`config.mk`:
```
export PLATFORM = sky130hd
export DESIGN_NAME = alu_exec_stage
export DESIGN_NICKNAME = d
export VERILOG_FILES = /design/src/rtl/alu_exec_pkg.sv /design/src/rtl/alu_exec_decode.sv /design/src/rtl/alu_exec_addsub.sv /design/src/rtl/alu_exec_logic.sv /design/src/rtl/alu_exec_stage.sv
export SDC_FILE = /design/constraint.sdc
export NUM_CORES = 1
export LEC_CHECK = 0
export ABC_AREA = 1
export BUFFER_PORTS_ARGS = -buffer_cell sky130_fd_sc_hd__buf_2
export CORE_MARGIN = 8
export CORE_UTILIZATION = 45
export DETAILED_ROUTE_END_ITERATION = 10
export HOLD_SLACK_MARGIN = 0.02
export PLACE_DENSITY = 0.66
export SLEW_MARGIN = 20
export SYNTH_ARGS = -nofsm -noshare
export SYNTH_HDL_FRONTEND = slang
export SYNTH_SLANG_ARGS = --single-unit
```
`constraint.sdc`:
```
create_clock -name clk -period 1.1 [get_ports clk]
set_input_delay 0.165 -clock clk [delete_from_list [all_inputs] [get_ports clk]]
set_output_delay 0.165 -clock clk [all_outputs]
set_load 0.02 [all_outputs]
```
`src/rtl/alu_exec_pkg.sv`:
```
package alu_exec_pkg;

    localparam int OPC_W   = 5;
    localparam int FLAG_C  = 0;
    localparam int FLAG_DC = 1;
    localparam int FLAG_Z  = 2;

    typedef enum logic [OPC_W-1:0] {
        OP_NOP     = 5'd0,
        OP_ADD_K   = 5'd1,
        OP_SUB_K   = 5'd2,
        OP_AND_K   = 5'd3,
        OP_OR_K    = 5'd4,
        OP_XOR_K   = 5'd5,
        OP_LOAD_K  = 5'd6,
        OP_ADD_F   = 5'd7,
        OP_SUB_F   = 5'd8,
        OP_AND_F   = 5'd9,
        OP_OR_F    = 5'd10,
        OP_XOR_F   = 5'd11,
        OP_CPL_F   = 5'd12,
        OP_DEC_F   = 5'd13,
        OP_INC_F   = 5'd14,
        OP_PASS_F  = 5'd15,
        OP_STORE_W = 5'd16,
        OP_CLR_F   = 5'd17,
        OP_CLR_W   = 5'd18,
        OP_ROL_F   = 5'd19,
        OP_SWAP_F  = 5'd20
    } op_e;

    typedef enum logic [3:0] {
        FN_NONE, FN_ADD, FN_SUB, FN_AND, FN_OR, FN_XOR, FN_PASS_OPND,
        FN_PASS_W, FN_CPL, FN_DEC, FN_INC, FN_ZERO, FN_ROL, FN_SWAP
    } func_e;

    typedef struct packed {
        func_e fn;
        logic  use_lit;
        logic  wr_w;
        logic  wr_f;
        logic  upd_z;
        logic  upd_dc;
        logic  upd_c;
        logic  count_op;
    } ctl_t;

endpackage

```
`src/rtl/alu_exec_decode.sv`:
```
module alu_exec_decode
    import alu_exec_pkg::*;
(
    input  logic [OPC_W-1:0] op_i,
    input  logic             dest_f_i,
    output ctl_t             ctl_o
);

    always_comb begin
        ctl_o = '0;
        unique case (op_i)
            OP_ADD_K:   begin ctl_o.fn = FN_ADD; ctl_o.use_lit = 1'b1; ctl_o.wr_w = 1'b1;
                              ctl_o.upd_z = 1'b1; ctl_o.upd_dc = 1'b1; ctl_o.upd_c = 1'b1; end
            OP_SUB_K:   begin ctl_o.fn = FN_SUB; ctl_o.use_lit = 1'b1; ctl_o.wr_w = 1'b1;
                              ctl_o.upd_z = 1'b1; ctl_o.upd_dc = 1'b1; ctl_o.upd_c = 1'b1; end
            OP_AND_K:   begin ctl_o.fn = FN_AND; ctl_o.use_lit = 1'b1; ctl_o.wr_w = 1'b1;
                              ctl_o.upd_z = 1'b1; end
            OP_OR_K:    begin ctl_o.fn = FN_OR;  ctl_o.use_lit = 1'b1; ctl_o.wr_w = 1'b1;
                              ctl_o.upd_z = 1'b1; end
            OP_XOR_K:   begin ctl_o.fn = FN_XOR; ctl_o.use_lit = 1'b1; ctl_o.wr_w = 1'b1;
                              ctl_o.upd_z = 1'b1; end
            OP_LOAD_K:  begin ctl_o.fn = FN_PASS_OPND; ctl_o.use_lit = 1'b1; ctl_o.wr_w = 1'b1; end
            OP_ADD_F:   begin ctl_o.fn = FN_ADD; ctl_o.upd_z = 1'b1; ctl_o.upd_dc = 1'b1;
                              ctl_o.upd_c = 1'b1; end
            OP_SUB_F:   begin ctl_o.fn = FN_SUB; ctl_o.upd_z = 1'b1; ctl_o.upd_dc = 1'b1;
                              ctl_o.upd_c = 1'b1; end
            OP_AND_F:   begin ctl_o.fn = FN_AND; ctl_o.upd_z = 1'b1; end
            OP_OR_F:    begin ctl_o.fn = FN_OR;  ctl_o.upd_z = 1'b1; end
            OP_XOR_F:   begin ctl_o.fn = FN_XOR; ctl_o.upd_z = 1'b1; end
            OP_CPL_F:   begin ctl_o.fn = FN_CPL; ctl_o.upd_z = 1'b1; end
            OP_DEC_F:   begin ctl_o.fn = FN_DEC; ctl_o.upd_z = 1'b1; ctl_o.count_op = 1'b1; end
            OP_INC_F:   begin ctl_o.fn = FN_INC; ctl_o.upd_z = 1'b1; ctl_o.count_op = 1'b1; end
            OP_PASS_F:  begin ctl_o.fn = FN_PASS_OPND; ctl_o.upd_z = 1'b1; end
            OP_STORE_W: begin ctl_o.fn = FN_PASS_W; ctl_o.wr_f = 1'b1; end
            OP_CLR_F:   begin ctl_o.fn = FN_ZERO; ctl_o.wr_f = 1'b1; ctl_o.upd_z = 1'b1; end
            OP_CLR_W:   begin ctl_o.fn = FN_ZERO; ctl_o.wr_w = 1'b1; ctl_o.upd_z = 1'b1; end
            OP_ROL_F:   begin ctl_o.fn = FN_ROL; ctl_o.upd_c = 1'b1; end
            OP_SWAP_F:  begin ctl_o.fn = FN_SWAP; end
            default:    ctl_o = '0;
        endcase

        // file-register operations that follow the destination bit
        if (ctl_o.fn != FN_NONE && !ctl_o.use_lit &&
            op_i != OP_STORE_W && op_i != OP_CLR_F && op_i != OP_CLR_W) begin
            ctl_o.wr_w = ~dest_f_i;
            ctl_o.wr_f = dest_f_i;
        end
    end

endmodule

```
`src/rtl/alu_exec_addsub.sv`:
```
module alu_exec_addsub #(
    parameter int DATA_W = 8
) (
    input  logic [DATA_W-1:0] a_i,
    input  logic [DATA_W-1:0] b_i,
    input  logic              sub_i,
    output logic [DATA_W-1:0] sum_o,
    output logic              c_o,
    output logic              dc_o
);

    localparam int HALF = DATA_W / 2;

    logic [DATA_W-1:0] b_eff;
    logic [DATA_W:0]   full;

    // subtraction as a + ~b + 1, so carry out means "no borrow"
    assign b_eff = sub_i ? ~b_i : b_i;
    assign full  = {1'b0, a_i} + {1'b0, b_eff} + {{DATA_W{1'b0}}, sub_i};
    assign sum_o = full[DATA_W-1:0];
    assign c_o   = full[DATA_W];
    // carry into bit HALF recovered from the sum bit and its two inputs
    assign dc_o  = a_i[HALF] ^ b_eff[HALF] ^ full[HALF];

endmodule

```
`src/rtl/alu_exec_logic.sv`:
```
module alu_exec_logic
    import alu_exec_pkg::*;
#(
    parameter int DATA_W = 8
) (
    input  func_e             fn_i,
    input  logic [DATA_W-1:0] w_i,
    input  logic [DATA_W-1:0] opnd_i,
    input  logic              carry_i,
    output logic [DATA_W-1:0] res_o,
    output logic              rot_c_o
);

    localparam int HALF = DATA_W / 2;

    always_comb begin
        res_o   = '0;
        rot_c_o = opnd_i[DATA_W-1];
        unique case (fn_i)
            FN_AND:       res_o = w_i & opnd_i;
            FN_OR:        res_o = w_i | opnd_i;
            FN_XOR:       res_o = w_i ^ opnd_i;
            FN_PASS_OPND: res_o = opnd_i;
            FN_PASS_W:    res_o = w_i;
            FN_CPL:       res_o = ~opnd_i;
            FN_DEC:       res_o = opnd_i - DATA_W'(1);
            FN_INC:       res_o = opnd_i + DATA_W'(1);
            FN_ZERO:      res_o = '0;
            FN_ROL:       res_o = {opnd_i[DATA_W-2:0], carry_i};
            FN_SWAP:      res_o = {opnd_i[HALF-1:0], opnd_i[DATA_W-1:HALF]};
            default:      res_o = '0;
        endcase
    end

endmodule

```
`src/rtl/alu_exec_stage.sv`:
```
module alu_exec_stage
    import alu_exec_pkg::*;
#(
    parameter int DATA_W = 8,
    parameter int STAT_W = 8
) (
    input  logic              clk,
    input  logic              rst_n,
    input  logic              in_valid,
    input  logic [OPC_W-1:0]  op_code,
    input  logic [DATA_W-1:0] w_val,
    input  logic [DATA_W-1:0] f_val,
    input  logic [DATA_W-1:0] lit_val,
    input  logic              dest_f,
    input  logic [STAT_W-1:0] status_in,
    output logic              out_valid,
    output logic [DATA_W-1:0] result,
    output logic              w_we,
    output logic              f_we,
    output logic [STAT_W-1:0] status_out,
    output logic              zero_hit
);

    ctl_t              ctl;
    logic [DATA_W-1:0] opnd;
    logic [DATA_W-1:0] as_a, as_b, as_sum, lg_res, res;
    logic              as_c, as_dc, rot_c, res_zero;
    logic [STAT_W-1:0] st_next;

    alu_exec_decode u_dec (
        .op_i     (op_code),
        .dest_f_i (dest_f),
        .ctl_o    (ctl)
    );

    assign opnd = ctl.use_lit ? lit_val : f_val;

    // add: W + operand ; subtract: operand - W
    assign as_a = (ctl.fn == FN_SUB) ? opnd  : w_val;
    assign as_b = (ctl.fn == FN_SUB) ? w_val : opnd;

    alu_exec_addsub #(.DATA_W(DATA_W)) u_addsub (
        .a_i   (as_a),
        .b_i   (as_b),
        .sub_i (ctl.fn == FN_SUB),
        .sum_o (as_sum),
        .c_o   (as_c),
        .dc_o  (as_dc)
    );

    alu_exec_logic #(.DATA_W(DATA_W)) u_logic (
        .fn_i    (ctl.fn),
        .w_i     (w_val),
        .opnd_i  (opnd),
        .carry_i (status_in[FLAG_C]),
        .res_o   (lg_res),
        .rot_c_o (rot_c)
    );

    assign res      = (ctl.fn == FN_ADD || ctl.fn == FN_SUB) ? as_sum : lg_res;
    assign res_zero = (res == '0);

    always_comb begin
        st_next = status_in;
        if (ctl.upd_z)  st_next[FLAG_Z]  = res_zero;
        if (ctl.upd_dc) st_next[FLAG_DC] = as_dc;
        if (ctl.upd_c)  st_next[FLAG_C]  = (ctl.fn == FN_ROL) ? rot_c : as_c;
    end

    always_ff @(posedge clk or negedge rst_n) begin
        if (!rst_n) begin
            out_valid  <= 1'b0;
            w_we       <= 1'b0;
            f_we       <= 1'b0;
            zero_hit   <= 1'b0;
            result     <= '0;
            status_out <= '0;
        end else begin
            out_valid <= in_valid;
            w_we      <= in_valid & ctl.wr_w;
            f_we      <= in_valid & ctl.wr_f;
            zero_hit  <= in_valid & ctl.count_op & res_zero;
            if (in_valid) begin
                result     <= res;
                status_out <= st_next;
            end
        end
    end

endmodule

```
==> flow_metrics.tcl, run 1 <==
set metrics [dict create \
    path_class "in -> reg" \
    p_per_area_mw_per_mm2 859 \
    cts.sinks 20 \
    rsz0062_at_grt "true" \
    cts_max_level 1 \
    crit_slowest_cell "ha_4" \
    cpMostUsedCell "nand2_1" \
    critPathRequiredTime_ps 1300 \
    max_stage_delay_ps 250 \
    fin_setup_tns_ps -17860 \
    peakVddDrop_mv 1.16 \
    leakage_nw 2.96 \
    post-route-period-util_pct 263 \
    gp_congestion 0.963 \
    synth_edf_count 0 \
    cts_tree "done" \
    final_area_sq_mm 0.00558 \
    dpl_cell_area_sq_mm 0.00444 \
    yosysSeqAreaShare_pct 16.7 \
    slew_violations 0 \
    finalSetupViolCount 14 \
    initial_core_util_pct 47.0 \
    status "finished, violations left" \
    boundaryPins 61 \
    start_kind "primary input" \
    grt_pass1_vias 4168 \
    hold_violations 0 \
    ctsLongestPathBuffers 2 \
    detail_route.iter0.violations 394 \
    finClkSkew_ps 0 \
    port_buffers 60 \
    hold_path.class "in -> reg" \
    whs_ps 112 \
    die_area_sq_mm 0.00953 \
    track_usage_pct 25.0 \
    die_y_um 97.6 \
    viasPerCell 5.89 \
    vias 4612 \
    clock_latency_ps 260 \
    clk_root_buffer_cell "clkbuf_8" \
    ys_warn_count 0 \
    critPathCaptureType "flip-flop" \
    setup_slack_ps -1790 \
    synth.avg_cell_area_sq_um 6.12 \
    yosys-top-cells-count "161 x nand2_1, 51 x inv_1, 48 x nor2_1" \
    grt_pass1_wl_mm 19.9 \
    wire_per_inst_um 19.4 \
    gr-total-overflow 0 \
    final_util_pct 87.3 \
    violations "setup timing" \
    syn_area_sq_mm 0.00300 \
    synth.area.top_cells "nand2_1 20%, dfrtp_1 17%, ha_1 13%" \
    nets 780 \
    dp_slack_ps -1950 \
    yosysTopAreaCell "nand2_1" \
    fin_crit_ps 2890 \
    syn_nets 563 \
    synth_most_common_cell "nand2_1" \
    cts_made_buffers 3 \
    path_clk_slew_ps 80 \
    synthCells 490 \
    cp_max_fo 5 \
    drive_gt1_share_pct 54.5 \
    worst_pin_slew_ps 446 \
    max-cap-violations 0 \
    area_growth_pct 85.9 \
    synth_ff_type "dfrtp_1" \
    antenna_found_initial 0 \
    route.detailed.drc 0 \
    fmax_mhz 346 \
    core_area_sq_mm 0.00639 \
    yosysTopAreaCellShare_pct 20.2 \
    totalWireLength_mm 15.2 \
    ys_ff_latch 20 \
    die_x_um 97.6 \
    rows 29 \
    grt_max_degree 21 \
    postSynth.asyncResetShare_pct 100 \
    slew_headroom_pct 70.2 \
    first_pass_iters 5 \
    yosysUniqueCellTypes 48 \
    diodes 0 \
    postRouteAntennaNets 0 \
    dp_hpwl_mm 9.32 \
    cp_data_arrival_time_ps 3100 \
]
==> flip-flops by register name (all words and copies together), names as in the netlist <==
signal      count
zero_hit        1
w_we            1
result          8
f_we            1
status_out      8
out_valid       1
==> stage by stage <==
stage	std cells	total power [W]
after floorplan	490	0.00206
after global placement	745	0.00297
after detailed placement	745	0.00302
after CTS	769	0.00406
after global routing	783	0.00500
final	783	0.00479
==> power breakdown <==
part           switching [W]  internal [W]  total, W
sequential         0.0000461      0.000825  0.000871
clock               0.000253      0.000486  0.000738
combinational        0.00173       0.00145   0.00318
==> path summary, 6_finish.rpt <==
check | start | end | slack (ps) | depth (start not counted)
max | op_code[3] | status_out[2]$_DFFE_PN0P_ | -1790 | 26
min | status_in[4] | status_out[4]$_DFFE_PN0P_ | 110 | 3
max reg2reg | result[3]$_DFFE_PN0P_ | result[3]$_DFFE_PN0P_ | 310 | 2
min reg2reg | status_out[3]$_DFFE_PN0P_ | status_out[3]$_DFFE_PN0P_ | 470 | 2
max in group asynchronous | rst_n | f_we$_DFF_PN0_ | 420 | 2
min in group asynchronous | rst_n | status_out[4]$_DFFE_PN0P_ | 370 | 2
==> layout make-up <==
class	count	area, sq um
flip-flops and latches	20	500
well taps	77	96.3
fillers	326	811
inverters	59	270
repair buffers	219	1720
multi-input cells	404	2920
clock buffers	3	41.3
clock inverters	1	30.0
==> logic make-up (layout without fill, tap and decap cells) <==
family / count (synthesis) / after routing / synth area share (%)
buffers and inverters: 66 / 282 / 9.05
adder cells (fa/ha/maj): 32 / 32 / 13.9
flip-flops: 20 / 20 / 16.7
AO/OA/AOI/OAI: 70 / 70 / 14.1
AND/OR/NAND/NOR: 301 / 301 / 46.0
XOR/XNOR: 1 / 1 / 0.292
==> per-layer routing <==
layer	global-route usage [%]	up-vias	part of all wire, %	wire length (um)
met4	12.1	0	7.1	1090
met5	0	-	0	0
li1	-	2024	-	-
met2	43.5	340	48	7350
met3	5.05	128	9.4	1430
met1	28.2	2120	35	5340
==> worst max-delay path: cells and delay by family <==
family | cells | cell delay, ps
and+or+nand+nor | 20 | 1980
adders and majority gates | 1 | 250
buffers and inverters | 2 | 240
AOI/OAI and AO/OA | 3 | 430
==> cells in the final DEF (no fill, tap or decap), drive strengths merged, types with 3 or more instances in the layout <==
master / instances
o21ai: 34
ha: 30
a21oi: 15
inv: 58
nor2: 55
nand3: 42
nor3: 7
o21bai: 4
nand4: 5
nand2: 184
or2: 5
a211oi: 3
buf: 218
clkbuf: 3
dfrtp: 20
==> timing repair <==
action                     in CTS  in global routing
setup endpoints to repair      14                 14
cloned                          0                  0
gates resized for setup        81                119
hold endpoints to repair       20                  0
hold buffers                    1                  0
setup buffers                  20                 18
pin swaps                      50                 64
No activity file was read; power rests on OpenSTA's default activity.
==> inputs of run 2 (changes only) <==
--- a/config.mk
+++ b/config.mk
@@ -7,12 +7,15 @@
 export LEC_CHECK = 0
 export ABC_AREA = 1
 export BUFFER_PORTS_ARGS = -buffer_cell sky130_fd_sc_hd__buf_2
+export CELL_PAD_IN_SITES_DETAIL_PLACEMENT = 1
+export CELL_PAD_IN_SITES_GLOBAL_PLACEMENT = 2
 export CORE_MARGIN = 8
-export CORE_UTILIZATION = 45
+export CORE_UTILIZATION = 32
 export DETAILED_ROUTE_END_ITERATION = 10
 export HOLD_SLACK_MARGIN = 0.02
-export PLACE_DENSITY = 0.66
+export PLACE_DENSITY = 0.86
 export SLEW_MARGIN = 20
 export SYNTH_ARGS = -nofsm -noshare
 export SYNTH_HDL_FRONTEND = slang
+export SYNTH_HIERARCHICAL = 1
 export SYNTH_SLANG_ARGS = --single-unit
==> constraint.sdc (replaced) <==
create_clock -name clk -period 1.1 [get_ports clk]
set_input_delay 0.165 -clock clk [delete_from_list [all_inputs] [get_ports clk]]
set_output_delay 0.165 -clock clk [all_outputs]
set_load 0.1 [all_outputs]
==> run 2 against run 1 <==
  * The run still ends with setup timing left
  * First-iteration DRC count down 43%
  * Critical path depth increased by 5
  * Via count is 0.11% higher
  * Sequential share of layout area fell by 0.12 points
  * Sequential cell count unchanged
  * Clock skew unchanged
  * Count of clock-buffer cells in the layout grew 1
  * Utilization fell by 32 points
  * Non-clock buffer count fell by 3
  * Sequential power increased by 15%
  * Worst setup slack worse by 560 ps
==> flow_metrics.tcl, run 2 <==
set metrics [dict create \
    status "finished, violations left" \
    violations "setup timing" \
    peakVddDrop_mv 0.676 \
    final_util_pct 55.6 \
    synth_ff_type "dfrtp_1" \
    antenna_found_initial 0 \
    synth_most_common_cell "nand2_1" \
    cpMostUsedCell "nand2_1" \
    syn_area_sq_mm 0.00337 \
    cts.sinks 20 \
    critPathRequiredTime_ps 1300 \
    crit_slowest_cell "ha_1" \
    wire_per_inst_um 16.9 \
    layout_common_cells "169 x nand2_1, 143 x buf_4, 81 x inv_1" \
    diodes 0 \
    detail_route.iter0.violations 225 \
    r2r_cells 2 \
    boundaryPins 61 \
    p_per_area_mw_per_mm2 1160 \
    route.detailed.drc 0 \
    ys_warn_count 6 \
    die_area_sq_mm 0.0141 \
    yosysTopAreaCell "nand2_1" \
    finClkSkew_ps 0 \
    drive_gt1_share_pct 42.9 \
    grt_max_degree 21 \
    grt_pass1_wl_mm 24.5 \
    dp_slack_ps -2560 \
    leakage_nw 3.11 \
    post-route-period-util_pct 314 \
    finalSetupViolCount 14 \
    synth.avg_cell_area_sq_um 5.97 \
    clk_root_buffer_cell "clkbuf_8" \
    path_clk_slew_ps 70 \
    critPathCaptureType "flip-flop" \
    viasPerCell 5.06 \
    syn_nets 637 \
    start_kind "primary input" \
    yosys-top-cells-count "186 x nand2_1, 92 x inv_1, 44 x nor2_1" \
    port_buffers 60 \
    totalWireLength_mm 15.4 \
    r2r-start "result[0]$_DFFE_PN0P_" \
    min_to "status_out[6]$_DFFE_PN0P_" \
    path_class "in -> reg" \
    ys_ff_latch 20 \
    track_usage_pct 20.7 \
    core_area_sq_mm 0.0103 \
    synth.area.top_cells "nand2_1 21%, dfrtp_1 15%, ha_1 11%" \
    hold_path.class "in -> reg" \
    gp_congestion 0.911 \
    cp_max_fo 6 \
    fmax_mhz 290 \
    cts_tree "done" \
    slew_violations 0 \
    yosysSeqAreaShare_pct 14.8 \
    max_stage_delay_ps 380 \
    reg2reg_setup_slack_ps 370 \
    setup_slack_ps -2350 \
    postRouteAntennaNets 0 \
    postSynth.asyncResetShare_pct 100 \
    slew_headroom_pct 65.0 \
    reg_top3 "result (8), status_out (8)" \
    rsz0062_at_grt "true" \
    clock_latency_ps 260 \
    yosysUniqueCellTypes 40 \
    die_y_um 119 \
    first_pass_iters 6 \
    ctsLongestPathBuffers 2 \
    rows 37 \
    cp_data_arrival_time_ps 3660 \
    worst_pin_slew_ps 522 \
    cts_made_buffers 3 \
    dp_hpwl_mm 12.0 \
    gr-total-overflow 0 \
    synth_edf_count 0 \
    whs_ps 120 \
    nets 849 \
    fin_crit_ps 3450 \
    hold_violations 0 \
    hold_depth 3 \
    max-cap-violations 0 \
    min_from "status_in[6]" \
    synthCells 565 \
    rr_endpoint "result[0]$_DFFE_PN0P_" \
    mostFrequentLayoutCell "nand2_1" \
    vias 4617 \
    grt_pass1_vias 5033 \
    yosysTopAreaCellShare_pct 20.7 \
    area_growth_pct 69.5 \
    die_x_um 119 \
    cts_max_level 1 \
    initial_core_util_pct 32.8 \
    fin_setup_tns_ps -25790 \
]
## run 2: cells by family after synthesis
kind of cell / count (synthesis) / share of synthesized area, %
compound gates: 71 / 13.0
fa+ha+maj: 31 / 11.9
mux: 9 / 2.97
simple gates: 316 / 41.6
xor+xnor: 11 / 2.86
flops: 20 / 14.8
buf+inv: 107 / 12.9
## run 2: metal layers
layer	global-route usage (%)	vias to the layer above	share of wire, %
met1	22.2	2223	39
li1	-	2218	-
met4	8.93	0	4.2
met5	0	-	0
met3	2.71	48	3.7
met2	39.6	128	53
## run 2: final cells by class
class	count	area [sq um]
well taps	136	170
multi-input cells	438	2730
inverters	98	377
flip-flops and latches	20	507
repair buffers	216	1890
clock buffers	4	45.0
fillers	1378	4560
## run 2: report_power, final
part           internal [W]  switching (W)
sequential         0.000861       0.000143
combinational       0.00215        0.00295
clock              0.000258       0.000238
total               0.00327        0.00333
## run 2: critical path: cells and delay by family
kind / cells / cell delay (ps)
and+or+nand+nor: 19 / 1860
AOI/OAI and AO/OA: 3 / 400
adders and majority gates: 1 / 380
buffers and inverters: 7 / 690
xor gates and xnor gates: 1 / 170
## run 2: worst max path at each step
stage | endpoint | startpoint | slack, ps | depth (start not counted)
floorplan | status_out[2]$_DFFE_PN0P_ | op_code[0] | -2320 | 27
global placement | status_out[2]$_DFFE_PN0P_ | op_code[2] | -2400 | 23
detailed placement | status_out[2]$_DFFE_PN0P_ | op_code[1] | -2560 | 31
CTS | status_out[2]$_DFFE_PN0P_ | op_code[2] | -2110 | 33
global route | status_out[2]$_DFFE_PN0P_ | op_code[2] | -2620 | 31
finish | status_out[2]$_DFFE_PN0P_ | op_code[0] | -2350 | 31
## run 2: per-stage QoR
step / std cells / power, W / cell area, sq um
after detailed placement: 876 / 0.00555 / 5140
final: 912 / 0.00661 / 5720
after global placement: 876 / 0.00538 / 5140
after floorplan: 565 / 0.00358 / 3470
after CTS: 901 / 0.00633 / 5520
after global routing: 912 / 0.00702 / 5720
## run 2: what timing repair did
item,in CTS,in global routing
setup buffers,23,11
endpoints found under the hold margin,20,0
pin swaps,46,24
endpoints found under the setup margin,14,14
gates resized for setup,48,33
hold buffers,1,0
